<file path="config.mk">
export PLATFORM = sky130hd
export DESIGN_NAME = mod15_counter
export DESIGN_NICKNAME = d
export VERILOG_FILES = /design/src/rtl/cnt_pkg.sv /design/src/rtl/cnt_core.sv /design/src/rtl/term_match.sv /design/src/rtl/carry_gen.sv /design/src/rtl/mod15_counter.sv
export SDC_FILE = /design/constraint.sdc
export NUM_CORES = 1
export LEC_CHECK = 0
export ABC_AREA = 1
export BUFFER_PORTS_ARGS = -buffer_cell sky130_fd_sc_hd__clkbuf_2
export CORE_AREA = 2 2 39 41
export DETAILED_ROUTE_END_ITERATION = 7
export DIE_AREA = 0 0 41 43
export GPL_TIMING_DRIVEN = 0
export SYNTH_ARGS = -nofsm -noshare
export SYNTH_HDL_FRONTEND = slang
export SYNTH_SLANG_ARGS = --single-unit
</file>
<file path="constraint.sdc">
create_clock -name clk -period 3.8 [get_ports clk]
set_input_delay 0.95 -clock clk [delete_from_list [all_inputs] [get_ports clk]]
set_output_delay 0.95 -clock clk [all_outputs]
set_load 0.02 [all_outputs]
</file>
<file path="src/rtl/cnt_pkg.sv">
// Shared types for the modulo counter: the action chosen at each edge.
package cnt_pkg;
    typedef enum logic [1:0] {
        ACT_CLEAR = 2'd0,
        ACT_LOAD  = 2'd1,
        ACT_COUNT = 2'd2,
        ACT_HOLD  = 2'd3
    } cnt_act_e;
endpackage

</file>
<file path="src/rtl/cnt_core.sv">
// Counter register with prioritised controls: clear, then load, then count.
// Assumes clr_n already merges the external clear and any wrap feedback.
module cnt_core
    import cnt_pkg::*;
#(
    parameter int WIDTH = 4
) (
    input  logic             clk,
    input  logic             rst_n,
    input  logic             clr_n,
    input  logic             load_n,
    input  logic             en_t,
    input  logic             en_p,
    input  logic [WIDTH-1:0] din,
    output logic [WIDTH-1:0] q
);
    localparam logic [WIDTH-1:0] ONE = WIDTH'(1);

    cnt_act_e act;

    // Select the action for this edge by priority.
    always_comb begin
        if (!clr_n)             act = ACT_CLEAR;
        else if (!load_n)       act = ACT_LOAD;
        else if (en_t && en_p)  act = ACT_COUNT;
        else                    act = ACT_HOLD;
    end

    // Update the count register.
    always_ff @(posedge clk) begin
        if (!rst_n) begin
            q <= '0;
        end else begin
            case (act)
                ACT_CLEAR: q <= '0;
                ACT_LOAD:  q <= din;
                ACT_COUNT: q <= q + ONE;
                default:   q <= q;
            endcase
        end
    end

    p_reset_r1: assert property (@(posedge clk) !rst_n |=> (q == '0));
    p_clear_r2: assert property (@(posedge clk) disable iff (!rst_n)
        !clr_n |=> (q == '0));
    p_load_r3: assert property (@(posedge clk) disable iff (!rst_n)
        (clr_n && !load_n) |=> (q == $past(din)));
    p_hold_r4: assert property (@(posedge clk) disable iff (!rst_n)
        (clr_n && load_n && !(en_t && en_p)) |=> $stable(q));
    p_incr_r5: assert property (@(posedge clk) disable iff (!rst_n)
        (clr_n && load_n && en_t && en_p) |=> (q == WIDTH'($past(q) + ONE)));
endmodule

</file>
<file path="src/rtl/term_match.sv">
// Active-low decode of one terminal count value, one bit comparison per bit.
// Assumes TERM fits in WIDTH bits.
module term_match #(
    parameter int WIDTH = 4,
    parameter int TERM  = 14
) (
    input  logic [WIDTH-1:0] q,
    output logic             hit_n
);
    localparam logic [WIDTH-1:0] TERM_V = WIDTH'(TERM);

    logic [WIDTH-1:0] bit_eq;

    for (genvar i = 0; i < WIDTH; i++) begin : g_bit
        // Compare one count bit with the terminal pattern.
        assign bit_eq[i] = (q[i] == TERM_V[i]);
    end

    // Go low only when every bit matches.
    assign hit_n = ~(&bit_eq);
endmodule

</file>
<file path="src/rtl/carry_gen.sv">
// Carry output: reports the all-ones count, gated by the carry enable.
module carry_gen #(
    parameter int WIDTH = 4
) (
    input  logic [WIDTH-1:0] q,
    input  logic             en_t,
    output logic             carry
);
    // Full-count detect gated by the enable.
    assign carry = en_t & (&q);
endmodule

</file>
<file path="src/rtl/mod15_counter.sv">
// Top: loadable binary counter whose terminal-state decode feeds its own
// synchronous clear, shortening the cycle to TERM+1 states.
// Assumes all inputs are synchronous to clk.
module mod15_counter #(
    parameter int WIDTH = 4,
    parameter int TERM  = 14
) (
    input  logic             clk,
    input  logic             rst_n,
    input  logic             clear_n,
    input  logic             load_n,
    input  logic             cnt_en_t,
    input  logic             cnt_en_p,
    input  logic [WIDTH-1:0] din,
    output logic [WIDTH-1:0] q,
    output logic             carry_out,
    output logic             wrap_n
);
    localparam logic [WIDTH-1:0] TERM_V = WIDTH'(TERM);

    logic clr_eff_n;

    // Merge the external clear with the wrap feedback.
    assign clr_eff_n = clear_n & wrap_n;

    cnt_core #(.WIDTH(WIDTH)) i_core (
        .clk    (clk),
        .rst_n  (rst_n),
        .clr_n  (clr_eff_n),
        .load_n (load_n),
        .en_t   (cnt_en_t),
        .en_p   (cnt_en_p),
        .din    (din),
        .q      (q)
    );

    term_match #(.WIDTH(WIDTH), .TERM(TERM)) i_match (
        .q     (q),
        .hit_n (wrap_n)
    );

    carry_gen #(.WIDTH(WIDTH)) i_carry (
        .q     (q),
        .en_t  (cnt_en_t),
        .carry (carry_out)
    );

    p_wrap_next_r7: assert property (@(posedge clk) disable iff (!rst_n)
        (q == TERM_V) |=> (q == '0));
    p_wrap_flag_r6: assert property (@(posedge clk) disable iff (!rst_n)
        !wrap_n |-> (q == TERM_V));
    p_carry_full_r9: assert property (@(posedge clk) disable iff (!rst_n)
        carry_out |-> ((&q) && cnt_en_t));
endmodule

</file>
## Yosys cells after proc, flatten, opt, wreduce, memory -nomap -nowiden

Cells that the tools add are included.

| operators by class | value |
|---|---|
| add/subtract/negate cells | 1 |
| multiply operators | 0 |
| divide/modulo/power cells | 0 |
| order comparisons | 0 |
| eq/ne operators | 2 |
| shift-type cells | 0 |
| mux-type cells | 4 |
| bitwise operators | 4 |
| reduce and logical (&&, ||, !) cells | 5 |

Operators by type and width:

| kind | number |
|---|---|
| one-hot mux 4 bit (3 select lines) | 1 |
| AND reduction 4 bit | 2 |
| adder 4 x 1 -> 4 bit (second input constant) | 1 |
| 2-to-1 mux 2 bit | 2 |
| nonzero test 3 bit | 1 |
| AND 1 bit | 2 |
| equality test 2 x 1 -> 1 bit (second input constant) | 1 |
| equality test 2 bit (second input constant) | 1 |
| logical NOT 2 bit | 1 |
| NOT 1 bit | 2 |
| logical AND 1 bit | 1 |
| 2-to-1 mux 1 bit | 1 |

| storage, ports and cells | value |
|---|---|
| register bits | 4 |
| latch bits | 0 |
| memory bits (writable) | 0 |
| ROM bits | 0 |
| input port bits | 10 |
| output and inout bits | 6 |
| logic and storage cells | 17 |
| memories kept | 0 |

## Logic depth before layout (Yosys ltp)

| depth | value |
|---|---|
| word-level depth | 7 |
| mapped depth | 11 |
| mapped depth without buffers | 11 |

## Cells and area by module

A second synthesis with hierarchy kept.

| unflattened totals | value |
|---|---|
| cells, all modules | 49 |
| area total of the unflattened synthesis | 311.5 um^2 |

Modules (own cells, without submodules):

| module | instances | cells an instance | area each (um^2) | seq. area each (um^2) |
|---|---|---|---|---|
| cnt_core | 1 | 39 | 270.3 | 80.1 |
| term_match | 1 | 5 | 21.3 | 0.0 |
| carry_gen | 1 | 3 | 12.5 | 0.0 |
| mod15_counter | 1 | 2 | 7.5 | 0.0 |

## Least setup slack after synthesis

Ideal clock, no wire load.

| path | value |
|---|---|
| path type | input port to output port |
| start point | input cnt_en_t |
| end point | output carry_out |
| arrival time | 1.282 ns |
| required time | 2.850 ns |
| slack | 1.568 ns |
| stages | 2 |
| buffers on the path | 0 |
| path through | nand2_1 -> nor2_1 |

| between the ends | value |
|---|---|
| longest elaborated chain between the ends | 1 |

Ends and longest elaborated chain:

| what | line | source |
|---|---|---|
| start, declared | mod15_counter.sv:12 | `input logic cnt_en_t,` |
| AND 1 bit | carry_gen.sv:10 | `assign carry = en_t & (&q);` |
| end, declared | mod15_counter.sv:16 | `output logic carry_out,` |

No other way between the ends.

## Worst setup path after layout

Same ends and word-level chain as after synthesis.

==> results_dict.tcl <==
set metrics [dict create \
    outcome "complete, no violations" \
    die_w_um 41 \
    post_drt_via_cell_ratio 4.32 \
    overflow 0 \
    period_minus_slack_ns 2.30 \
    setup_buffers_after_cts 0 \
    pwr_density_cell_nw_per_um2 277 \
    drt_first_iter_violations 2 \
    syn_area_um2 319 \
    cap_violations 0 \
    largest_reg_flops 4 \
    cts_root_buf "clkbuf_4" \
    cts_resized 0 \
    first_pass_iters 2 \
    worst_skew_pair.late_latency_ns 0.23 \
    wp_data_required_ns 2.85 \
    critPathKind "input pin to output pin" \
    synth_top_cell_area_share 0.251 \
    slew_headroom 0.833 \
    finalPower_uw 121 \
    core_area_um2 1380 \
    fraction_of_the_core_area_covered_by_cells_at_the_end_of_the_flow 0.316 \
    timing.critical_path.to_type "output pin" \
    tritoncts_clock_tree "done" \
    final_antenna_net_count 0 \
    overall_die_height_um 43 \
    dr_total_vias 354 \
    post_route_cells_drive_above_1_share 0.348 \
    grt_antenna_before_repair 0 \
    switchingPower_uw 31.7 \
    setup_ws_ns 1.50 \
    p_seq_frac 0.382 \
    final.setup.tns_ns 0 \
    rsz0062_at_grt "false" \
    design.die.area_um2 1760 \
    grt_start_max_net_pins 8 \
    port_buffer_count 15 \
    pre_cts_slack_ns 1.50 \
    cts.htree.levels 1 \
    place_area_um2 414 \
    number_of_buffers_added_by_the_clock_tree_synthesis_step 3 \
    synthesis.yosys.warnings 0 \
    library_cells_used_by_synthesis 15 \
    final_min_period_over_clock_period 0.604 \
    post-route-cell-area_um2 437 \
    post_synth_main_area_contributors "dfxtp_1, nand2_1, ha_1" \
    power.share.clock 0.424 \
    holdPathStages 2 \
    power.internal_uw 89.0 \
    report.final.setup_viol 0 \
    count_of_final_hold_check_violations 0 \
    vdd_drop_max_v 0.000135 \
    p_leak_nw 0.218 \
    via_count_of_the_first_global_routing_pass 334 \
    cts.reportedPaths.clkPinSlew_ns 0.04 \
    cp_data_arrival_time_ns 1.35 \
    clockBufferDepth 2 \
    syn2layout_area_growth_pct 36.9 \
    gr-usage-all-layers 0.0984 \
    ctsHoldBuffers 0 \
    p_comb_frac 0.194 \
    num-nets-final 82 \
    critPathLaunchType "input pin" \
    route.detailed.drc 0 \
    path_depth_of_the_worst_reg2reg_path 9 \
    post_synth.cell_area_avg_um2 6.65 \
    seqCellArea_um2 80.1 \
    floorplan.rows 14 \
    worstMarginPinSlew_ns 0.250 \
    maximum_operating_frequency_ghz 0.436 \
    postSynthNetCount 62 \
    floorplan.initialDensity 0.231 \
    gp_routability_congestion 0.741 \
    final_max_slew_viol_count 0 \
    grt_first_pass_wirelength_um 1170 \
    hold_path_class "flip-flop to flip-flop" \
    antennaDiodeCount 0 \
    synth.yosys.seq_area_share 0.251 \
    cp_max_fo 2 \
    filler_cells_inserted 159 \
    wl_per_cell_um 8.74 \
    synth-seq-cells 4 \
    synth_largest_area_cell "dfxtp_1" \
    top_level_ports 16 \
    hpwlAfterDp_um 610 \
    registers.top_by_ff_count "i_core.q" \
    route.final.wire_length_um 717 \
    cts_sinks 4 \
    final.setup_skew_ns 0.00212 \
    multi_input_comb_area_um2 216 \
    switching_portion_of_total_power 0.263 \
    reg.largest.list "i_core.q: 4 flops" \
    syn-instance-count 48 \
]
==> Yosys cell counts <==
cell,count
nor2_2,1
a21oi_2,1
a31oi_2,1
nand3_1,2
nand4_1,1
a22o_1,1
inv_1,5
a21oi_1,3
nand3_2,1
inv_2,1
nor2_1,4
ha_1,4
dfxtp_1,4
o21ai_1,2
nand2_1,17
==> cells in the final DEF, fill, tap and decap left out <==
master / Yosys / final
a21oi_1: 3 / 3
a21oi_2: 1 / 1
a22o_1: 1 / 1
a31oi_2: 1 / 1
clkbuf_2: 0 / 15
clkbuf_4: 0 / 3
dfxtp_1: 4 / 4
ha_1: 4 / 4
inv_1: 5 / 5
inv_2: 1 / 1
nand2_1: 17 / 17
nand3_1: 2 / 2
nand3_2: 1 / 1
nand4_1: 1 / 1
nor2_1: 4 / 4
nor2_2: 1 / 1
o21ai_1: 2 / 2
==> power by group through the flow <==
stage                     registers (mW)  logic, mW  clock network, mW
final                             0.0462     0.0234             0.0512
after global routing              0.0465     0.0265             0.0598
after floorplan                   0.0480     0.0131                  0
after detailed placement          0.0468     0.0236                  0
after global placement            0.0468     0.0235                  0
after CTS                         0.0462     0.0237             0.0536
==> stage by stage <==
| step | hold slack (ns) | std cells |
|---|---|---|
| 3_3_place_gp | 0.538 | 79 |
| 6_report | 0.543 | 82 |
| 4_1_cts | 0.548 | 82 |
| 3_5_place_dp | 0.542 | 79 |
| 5_1_grt | 0.568 | 82 |
| 2_1_floorplan | 0.589 | 48 |
==> layout make-up <==
class / count / share of cell area
clock buffers: 3 / 0.0516
inverters: 6 / 0.0516
multi-input cells: 38 / 0.496
flip-flops and latches: 4 / 0.183
well taps: 16 / 0.0458
repair buffers: 15 / 0.172
==> kinds of logic (layout without fill, tap and decap cells) <==
family | count (synthesis) | after routing | share of synthesized area
AND/OR/NAND/NOR | 26 | 26 | 0.349
AO/OA/AOI/OAI | 8 | 8 | 0.173
buffers and inverters | 6 | 24 | 0.0706
adder cells (fa/ha/maj) | 4 | 4 | 0.157
flip-flops | 4 | 4 | 0.251
==> worst paths after layout <==
check,slack (ns),from,to
hold reg to reg,0.54,i_core.q[1]$_SDFFE_PN0P_,i_core.q[1]$_SDFFE_PN0P_
setup / recovery,1.50,cnt_en_t,carry_out
hold / removal,0.54,i_core.q[1]$_SDFFE_PN0P_,i_core.q[1]$_SDFFE_PN0P_
setup reg to reg,2.14,i_core.q[0]$_SDFFE_PN0P_,i_core.q[1]$_SDFFE_PN0P_
==> per-layer routing <==
layer	share of wire	track usage
met2	0.55	0.169
met3	0.017	0.0628
met4	0	0.0333
met1	0.43	0.0868
met5	0	0
==> worst max-delay path, stage by stage <==
cell and delay, ns:
clkbuf_2 0.10, nand2_1 0.05, nor2_1 0.08, clkbuf_2 0.17
Note: power is estimated with default switching activity, not from simulation.
